$ cat config.mk
export PLATFORM = sky130hd
export DESIGN_NAME = pwm_match_timer
export DESIGN_NICKNAME = d
export VERILOG_FILES = /design/src/rtl/pwm_match_timer.sv
export SDC_FILE = /design/constraint.sdc
export NUM_CORES = 1
export LEC_CHECK = 0
export BUFFER_PORTS_ARGS = -buffer_cell sky130_fd_sc_hd__clkbuf_2
export CELL_PAD_IN_SITES_DETAIL_PLACEMENT = 0
export CELL_PAD_IN_SITES_GLOBAL_PLACEMENT = 1
export CORE_UTILIZATION = 35
export CTS_BUF_LIST = sky130_fd_sc_hd__clkbuf_16
export DETAILED_ROUTE_END_ITERATION = 10
export MAX_ROUTING_LAYER = met4
export PLACE_DENSITY_LB_ADDON = 0.08
export SLEW_MARGIN = 15
export SYNTH_ARGS = -nofsm -noshare
export SYNTH_HDL_FRONTEND = slang
export SYNTH_SLANG_ARGS = --single-unit
$ cat constraint.sdc
create_clock -name clk -period 2.8 [get_ports clk]
set_clock_uncertainty 0.1 [all_clocks]
set_input_delay 0.28 -clock clk [delete_from_list [all_inputs] [get_ports clk]]
set_output_delay 0.28 -clock clk [all_outputs]
set_load 0.02 [all_outputs]
$ cat src/rtl/pwm_match_timer.sv
module pwm_match_timer #(
  parameter int CW  = 16,
  parameter int NCH = 6,
  parameter int AW  = 4
) (
  input  logic          clk,
  input  logic          rst_n,
  input  logic          wr_en,
  input  logic [AW-1:0] addr,
  input  logic [31:0]   wdata,
  output logic [31:0]   rdata,
  output logic [NCH-1:0] pwm_out,
  output logic          irq
);
  localparam int NM     = NCH + 1;
  localparam int A_CTRL = 0;
  localparam int A_PRE  = 1;
  localparam int A_CNT  = 2;
  localparam int A_ACT  = 3;
  localparam int A_FLG  = 4;
  localparam int A_LAT  = 5;
  localparam int A_MODE = 6;
  localparam int A_MR   = 8;

  logic [2:0]      ctl;
  logic [CW-1:0]   pr, pc, tc;
  logic [3*NM-1:0] act;
  logic [NM-1:0]   flg, lat, hit, int_m, rst_m, stop_m;
  logic [NCH-1:0]  dbl, oe, pq, set_v, clr_v;
  logic [CW-1:0]   mr_a [NM];
  logic [CW-1:0]   mr_s [NM];

  wire run   = ctl[0];
  wire hold  = ctl[1];
  wire mode  = ctl[2];
  wire tick  = run & ~hold & (pc >= pr);
  wire w_lat = wr_en && addr == AW'(A_LAT);
  wire w_flg = wr_en && addr == AW'(A_FLG);

  always_comb
    for (int k = 0; k < NM; k++) begin
      hit[k]    = tick && (tc == mr_a[k]);
      int_m[k]  = act[3*k];
      rst_m[k]  = act[3*k+1];
      stop_m[k] = act[3*k+2];
    end

  wire cnt_rst = |(hit & rst_m);
  wire stop_ev = |(hit & stop_m);
  wire bound   = hit[0] & rst_m[0];

  always_ff @(posedge clk or negedge rst_n)
    if (!rst_n) begin
      ctl <= '0;
      pr  <= '0;
      act <= '0;
      dbl <= '0;
      oe  <= '0;
    end else begin
      if (wr_en && addr == AW'(A_CTRL)) ctl <= {wdata[3], wdata[1], wdata[0]};
      if (stop_ev) ctl[0] <= 1'b0;
      if (wr_en && addr == AW'(A_PRE)) pr <= wdata[CW-1:0];
      if (wr_en && addr == AW'(A_ACT)) act <= wdata[3*NM-1:0];
      if (wr_en && addr == AW'(A_MODE)) begin
        dbl <= wdata[NCH-1:0];
        oe  <= wdata[8 +: NCH];
      end
    end

  always_ff @(posedge clk or negedge rst_n)
    if (!rst_n) begin
      pc <= '0;
      tc <= '0;
    end else if (hold) begin
      pc <= '0;
      tc <= '0;
    end else if (run) begin
      if (tick) begin
        pc <= '0;
        tc <= cnt_rst ? '0 : tc + 1'b1;
      end else
        pc <= pc + 1'b1;
    end

  always_ff @(posedge clk or negedge rst_n)
    if (!rst_n) begin
      flg <= '0;
      lat <= '0;
    end else begin
      flg <= (flg & ~(w_flg ? wdata[NM-1:0] : '0)) | (hit & int_m);
      if (w_lat)      lat <= wdata[NM-1:0];
      else if (bound) lat <= '0;
    end

  always_ff @(posedge clk or negedge rst_n)
    if (!rst_n) begin
      for (int k = 0; k < NM; k++) begin
        mr_a[k] <= '0;
        mr_s[k] <= '0;
      end
    end else begin
      for (int k = 0; k < NM; k++) begin
        if (wr_en && addr == AW'(A_MR + k)) mr_s[k] <= wdata[CW-1:0];
        if (bound && lat[k]) mr_a[k] <= mr_s[k];
      end
    end

  always_comb
    for (int n = 0; n < NCH; n++) begin
      set_v[n] = (n > 0 && dbl[n]) ? hit[n] : cnt_rst;
      clr_v[n] = hit[n+1];
    end

  always_ff @(posedge clk or negedge rst_n)
    if (!rst_n) pq <= '0;
    else pq <= set_v | (pq & ~clr_v);

  assign pwm_out = pq & oe & {NCH{mode}};
  assign irq     = |flg;

  always_comb begin
    rdata = '0;
    case (addr)
      AW'(A_CTRL): rdata[3:0] = {ctl[2], 1'b0, ctl[1], ctl[0]};
      AW'(A_PRE):  rdata[CW-1:0] = pr;
      AW'(A_CNT):  rdata[CW-1:0] = tc;
      AW'(A_ACT):  rdata[3*NM-1:0] = act;
      AW'(A_FLG):  rdata[NM-1:0] = flg;
      AW'(A_LAT):  rdata[NM-1:0] = lat;
      AW'(A_MODE): begin
        rdata[NCH-1:0]  = dbl;
        rdata[8 +: NCH] = oe;
      end
      default:
        for (int k = 0; k < NM; k++)
          if (addr == AW'(A_MR + k)) rdata[CW-1:0] = mr_a[k];
    endcase
  end

  p_halt_r2: assert property (@(posedge clk) disable iff (!rst_n)
    (!run && !hold) |=> $stable(tc));

  p_hold_r3: assert property (@(posedge clk) disable iff (!rst_n)
    hold |=> (tc == '0 && pc == '0));

  p_step_r4: assert property (@(posedge clk) disable iff (!rst_n)
    (!tick && !hold) |=> $stable(tc));

  p_wrap_r5: assert property (@(posedge clk) disable iff (!rst_n)
    bound |=> (tc == '0 || $past(hold)));

  p_latclr_r8: assert property (@(posedge clk) disable iff (!rst_n)
    (bound && !w_lat) |=> (lat == '0));

  p_irq_r9: assert property (@(posedge clk) disable iff (!rst_n)
    (|(hit & int_m)) |=> irq);

  p_stop_r10: assert property (@(posedge clk) disable iff (!rst_n)
    stop_ev |=> !ctl[0]);

  for (genvar k = 0; k < NM; k++) begin : g_chk
    p_commit_r8: assert property (@(posedge clk) disable iff (!rst_n)
      (bound && lat[k]) |=> (mr_a[k] == $past(mr_s[k])));
  end
endmodule

=== Yosys cells after proc, flatten, opt, wreduce, memory -nomap -nowiden ===
Cells that the tools add are included.

* Add/sub/neg operators: 2
* Multiplexer cells: 31
* Equality and inequality tests: 20
* Multiply operators: 0
* Reduce and logical (&&, ||, !) cells: 39
* $lt $le $gt $ge: 1
* Bitwise operators: 15
* Shift operators: 0
* Div/mod/pow operators: 0

{| class="wikitable"
|+ Operator list
! cell !! number
|-
| two-way mux 16 bit || 14
|-
| equality test 16 bit || 7
|-
| adder 16 x 1 -> 16 bit (second input constant) || 2
|-
| one-hot mux 6 bit (5 select lines) || 1
|-
| bitwise AND 7 bit || 4
|-
| equality test 4 bit (second input constant) || 7
|-
| one-hot mux 4 bit (7 select lines) || 1
|-
| logical AND 1 bit || 27
|-
| two-way mux 7 bit || 3
|-
| OR reduction 7 bit || 3
|-
| bitwise AND 6 bit || 3
|-
| >= comparator 16 bit || 1
|-
| one-hot mux 2 bit (7 select lines) || 1
|-
| equality test 4 x 3 -> 1 bit (second input constant) || 3
|-
| equality test 4 x 2 -> 1 bit (second input constant) || 2
|-
| one-hot mux 2 bit (4 select lines) || 1
|-
| nonzero test 2 bit || 4
|-
| two-way mux 1 bit || 7
|-
| NOT 7 bit || 1
|-
| OR 7 bit || 1
|-
| NOT 6 bit || 1
|-
| OR 6 bit || 1
|-
| one-hot mux 1 bit (6 select lines) || 1
|-
| two-way mux 5 bit || 1
|-
| 9 further kinds || 11
|}

* Bits in registers: 328
* Bits of input ports: 39
* Memories: 0
* Word-level logic and storage cells: 133
* Bits in latches: 0
* Output and inout bits: 39
* RAM bits: 0
* Bits in read-only memories: 0

=== Longest topological paths before layout ===
* Depth in word-level cells: 10
* Depth in mapped cells: 11
* Mapped depth without buffers: 9

=== Least setup slack after synthesis ===
OpenSTA, ideal clock, no wires.

* Path kind: register -> register
* Start: register pc[0]
* End: register mr_a[102] in the netlist's numbering
* Buffers on the path: 2
* Stages on the path, launching flop included: 12
* Slack: -0.115 ns
* Arrival time: 2.690 ns
* Setup time: 0.125 ns
* Period minus slack after synthesis: 2.915 ns
* Cells stage by stage: dfrtp_1 inv_1 ha_1 nand2b_1 a21o_1 a211o_1 a221o_2 o2111a_2 and2_4 buf_6 buf_6 mux2_4

* Cells in the longest elaborated chain, start to end: 5

{| class="wikitable"
|+ Ends and longest elaborated chain
! element !! RTL line !! RTL
|-
| start, declared || 26 || <nowiki>logic [CW-1:0] pr, pc, tc;</nowiki>
|-
| start signal, assigned || 82 || <nowiki>pc <= pc + 1'b1;</nowiki>
|-
| >= comparator 16 bit || 36 || <nowiki>wire tick = run & ~hold & (pc >= pr);</nowiki>
|-
| bitwise AND 1 bit || 36 ||
|-
| logical AND 1 bit || 42 || <nowiki>hit[k] = tick && (tc == mr_a[k]);</nowiki>
|-
| bitwise AND 1 bit || 50 || <nowiki>wire bound = hit[0] & rst_m[0];</nowiki>
|-
| logical AND 1 bit || 104 || <nowiki>if (bound && lat[k]) mr_a[k] <= mr_s[k];</nowiki>
|-
| end signal, assigned by index || 104 ||
|-
| end, declared || 30 || <nowiki>logic [CW-1:0] mr_a [NM];</nowiki>
|}

No other way between the ends.
A chain may end at the register's enable or synchronous reset.

=== Worst setup path in the final report ===
* Start: register pc[0]
* End: register mr_a[54] in the netlist's numbering

Same word-level chain as after synthesis.

==> flow_summary.json <==
{
  "r2r_start": "pc[0]",
  "die_width_um": 216,
  "dominantRegCellSynth": "sky130_fd_sc_hd__dfrtp_1",
  "postLayoutCellArea_sq_mm": 0.0199,
  "synth_warnings": 0,
  "worstMarginPinSlew_ns": 0.638,
  "drive_above_1_share": 0.367,
  "floorplan.rows": 78,
  "setup-violations-final": 110,
  "cp_num_buf_inv": 3,
  "wire_length_of_the_first_global_routing_pass_um": 84500,
  "period_share": 1.08,
  "grt_max_degree": 76,
  "number_of_iterations_in_the_first_detailed_routing_pass": 9,
  "outcome": "finished, violations left",
  "unrepaired_setup_endpoints_after_global_routing": "yes",
  "syn_area_per_cell_sq_um": 12.1,
  "cts_tree": "yes",
  "grt_antenna_before_repair": 2,
  "cts_buffers": 38,
  "insertion_delay_ns": 0.57,
  "drc_errors": 0,
  "numClockSinks": 328,
  "slowest_delay_ns": 0.41,
  "cts.htree.levels": 2,
  "yosys_register_bits": 328,
  "synthesis.instances": 1327,
  "slew_viol_final": 0,
  "report.final.hold_viol_count": 0,
  "area_delta_synth_final_pct": 24.0,
  "worst-path-max-fanout": 8,
  "timing.critical_path.arrival_ns": 3.34,
  "routed_wl_um": 59800,
  "placer_congestion": 0.898,
  "worst_hold_slack_ns": 0.127,
  "timing.critical_path.to_type": "flop",
  "wl_per_cell_um": 28.2,
  "crit_required_ns": 3.13,
  "pwr_density_cell_mw_per_mm2": 641,
  "fp.coreArea_sq_mm": 0.0453,
  "power.ir.vdd_worst_uv": 381,
  "vias_per_cell": 5.53,
  "estimated_wirelength_of_the_detail_placed_design_um": 42500,
  "drt.antenna.violating_nets": 0,
  "first_global_vias": 11700,
  "synth-edff-count": 0,
  "criticalPathCategory": "flop to flop",
  "post_dp_cell_area_sq_mm": 0.0179,
  "worstSetupStartpointType": "flop",
  "placed_cells": 2031,
  "r2r_setup_slack_ns": -0.21,
  "design.final.nets": 1547,
  "finish.cell_count_without_fillers": 2119,
  "leakage_power_summed_over_all_cells_nw": 9.17,
  "io_pins": 78,
  "timing.slew.headroom": 0.574,
  "ff2ff_path_depth": 11,
  "achievable-frequency_ghz": 0.332,
  "worstHoldPathType": "primary input to asynchronous set/reset pin",
  "worst_setup_hold_path_clk_slew_ns": 0.06,
  "path_cells": "inv_2 -> ha_4 -> nand2b_4 -> a21o_1 -> a211o_1 -> a221o_2 -> o2111a_2 -> buf_6 -> nand2_8 -> clkbuf_16 -> mux2_4",
  "vias": 11700,
  "numPortBuffers": 55,
  "die_height_um": 216,
  "number_of_maximum_capacitance_constraint_violations": 0,
  "cp_slowest_cell": "sky130_fd_sc_hd__a221o_2",
  "syn-cell-area_sq_mm": 0.0161,
  "track_usage": 0.259,
  "globalRoute.totalOverflow": 0,
  "r2r-end": "mr_a[54]",
  "die_area_sq_mm": 0.0468,
  "family_of_cells_with_the_greatest_summed_delay_on_the_critical_path": "compound AO/OA/AOI/OAI gates",
  "detail_route.iter0.violations": 1028,
  "root_buffer": "sky130_fd_sc_hd__clkbuf_16",
  "yosysSeqAreaShare": 0.511,
  "violations_in_the_final_reports": "negative setup slack",
  "period_needed_ns": 3.01,
  "floorplan.initialDensity": 0.355,
  "pre_cts_worst_setup_slack_ns": -0.277,
  "clock_path_buffers": 3,
  "synth_cell_types": 58,
  "timing.final.ws_setup_ns": -0.213,
  "asyncSetResetFlopFracSynth": 1.00
}
per-stage QoR:
stage	utilization	setup TNS (ns)	total power, mW
finish	0.440	-17.22	12.8
global route	0.440	-23.66	13.3
CTS	0.425	-15.41	12.8
detailed placement	0.396	-18.25	7.70
global placement	0.396	-14.19	7.66
floorplan	-	-0.533	6.76
power breakdown:
group / leakage [nW] / total (mW) / switching (mW) / internal [mW]
combinational: 4.24 / 1.85 / 0.924 / 0.923
sequential: 4.29 / 5.94 / 0.554 / 5.38
clock: 0.638 / 5.00 / 2.02 / 2.97
total: 9.17 / 12.8 / 3.50 / 9.28
cell usage in the layout, fill, tap and decap left out, types with 7 or more instances in the layout:
| cell type | instances |
|---|---|
| sky130_fd_sc_hd__a21oi_1 | 13 |
| sky130_fd_sc_hd__a221oi_1 | 20 |
| sky130_fd_sc_hd__a222oi_1 | 8 |
| sky130_fd_sc_hd__a22o_1 | 24 |
| sky130_fd_sc_hd__a22oi_1 | 35 |
| sky130_fd_sc_hd__a31oi_1 | 11 |
| sky130_fd_sc_hd__and2_1 | 8 |
| sky130_fd_sc_hd__and3_1 | 16 |
| sky130_fd_sc_hd__buf_12 | 15 |
| sky130_fd_sc_hd__buf_4 | 122 |
| sky130_fd_sc_hd__clkbuf_16 | 43 |
| sky130_fd_sc_hd__clkbuf_2 | 53 |
| sky130_fd_sc_hd__conb_1 | 11 |
| sky130_fd_sc_hd__dfrtp_1 | 327 |
| sky130_fd_sc_hd__ha_1 | 12 |
| sky130_fd_sc_hd__inv_1 | 36 |
| sky130_fd_sc_hd__mux2_1 | 20 |
| sky130_fd_sc_hd__mux2_2 | 184 |
| sky130_fd_sc_hd__mux2_4 | 73 |
| sky130_fd_sc_hd__mux2i_1 | 7 |
| sky130_fd_sc_hd__nand2_1 | 62 |
| sky130_fd_sc_hd__nand2_8 | 8 |
| sky130_fd_sc_hd__nand2b_1 | 10 |
| sky130_fd_sc_hd__nand3_1 | 24 |
| sky130_fd_sc_hd__nand4_1 | 38 |
| sky130_fd_sc_hd__nor2_1 | 45 |
| sky130_fd_sc_hd__nor2b_1 | 7 |
| sky130_fd_sc_hd__nor3_1 | 11 |
| sky130_fd_sc_hd__nor4_1 | 7 |
| sky130_fd_sc_hd__o211ai_1 | 18 |
| sky130_fd_sc_hd__o21ai_0 | 31 |
| sky130_fd_sc_hd__xnor2_1 | 113 |
| sky130_fd_sc_hd__xor2_1 | 10 |
sequential cells by signal, indices dropped and copies added, names as in the netlist:
name  flops
mr_a    112
mr_s    112
act      21
pc       16
pr       16
tc       16
flg       7
lat       7
dbl       6
oe        6
pq        6
ctl       3
worst max path at each step:
stage,from,endpoint,slack [ns],cells after the start
after floorplan,pc[0],mr_a[21],-0.02,11
after global placement,pc[0],mr_a[72],-0.20,11
after detailed placement,pc[13],mr_a[103],-0.28,9
after CTS,pr[0],mr_a[8],-0.19,10
after global routing,pc[0],mr_a[54],-0.27,11
final,pc[0],mr_a[54],-0.21,11
final cells by class:
type	instances	area, sq um
diodes	2	5.00
clock buffers	39	976
clock inverters	28	251
inverters	32	120
repair buffers	205	1700
well taps	600	751
flip-flops and latches	328	8210
fillers	4265	25400
multi-input cells	885	7910
worst reg2reg max path, cell delays in order, from the launching register on:
cell,delay [ns]
sky130_fd_sc_hd__dfrtp_1,0.39
sky130_fd_sc_hd__inv_2,0.08
sky130_fd_sc_hd__ha_4,0.20
sky130_fd_sc_hd__nand2b_4,0.12
sky130_fd_sc_hd__a21o_1,0.16
sky130_fd_sc_hd__a211o_1,0.33
sky130_fd_sc_hd__a221o_2,0.41
sky130_fd_sc_hd__o2111a_2,0.34
sky130_fd_sc_hd__buf_6,0.17
sky130_fd_sc_hd__nand2_8,0.10
sky130_fd_sc_hd__clkbuf_16,0.19
sky130_fd_sc_hd__mux2_4,0.31
routing by layer:
metal	wire length [um]	GRT usage
met5	0	-
met4	1750	0.0779
met3	2740	0.0386
met2	26700	0.391
met1	28600	0.358
cell usage after synthesis (all sizes together) (2+ instances only):
library cell	instances	area share
a32o	2	0.0012
a222oi	8	0.0050
and3	16	0.0062
o21ai	31	0.0097
nand3	24	0.0075
nor4	10	0.0039
a21oi	15	0.0047
mux2	277	0.20
nand4	38	0.015
buf	38	0.015
xnor2	117	0.064
nor3	17	0.0056
or2	2	0.00078
nand3b	3	0.0014
nor2b	7	0.0027
a22oi	35	0.016
and4	2	0.0011
mux2i	7	0.0044
a31oi	12	0.0047
nand2b	11	0.0043
a22o	24	0.013
a21o	2	0.00093
o211a	6	0.0037
nor2	45	0.011
a221oi	20	0.011
o21bai	2	0.00093
a21boi	2	0.00093
o211ai	18	0.0084
clkbuf	56	0.013
nand2	68	0.018
inv	32	0.0075
nor4b	2	0.0011
dfrtp	328	0.51
xor2	10	0.0055
and2	9	0.0037
ha	18	0.014
kinds of logic after synthesis:
| kind of cell | after synthesis | share of synthesized area |
|---|---|---|
| xor+xnor | 127 | 0.0692 |
| mux | 285 | 0.202 |
| simple gates | 255 | 0.0819 |
| fa+ha+maj | 18 | 0.0140 |
| flops | 328 | 0.511 |
| compound gates | 187 | 0.0863 |
| other cells | 1 | 0.000233 |
| buf+inv | 126 | 0.0353 |
repair_timing:
item	4_1_cts	5_1_grt
hold endpoints to repair	298	0
gates cloned	0	6
pin swaps	2	8
buffers inserted	3	4
setup endpoints to repair	114	127
hold buffers	6	0
gates resized for setup	8	106
Note: power is estimated with default switching activity, not from simulation.
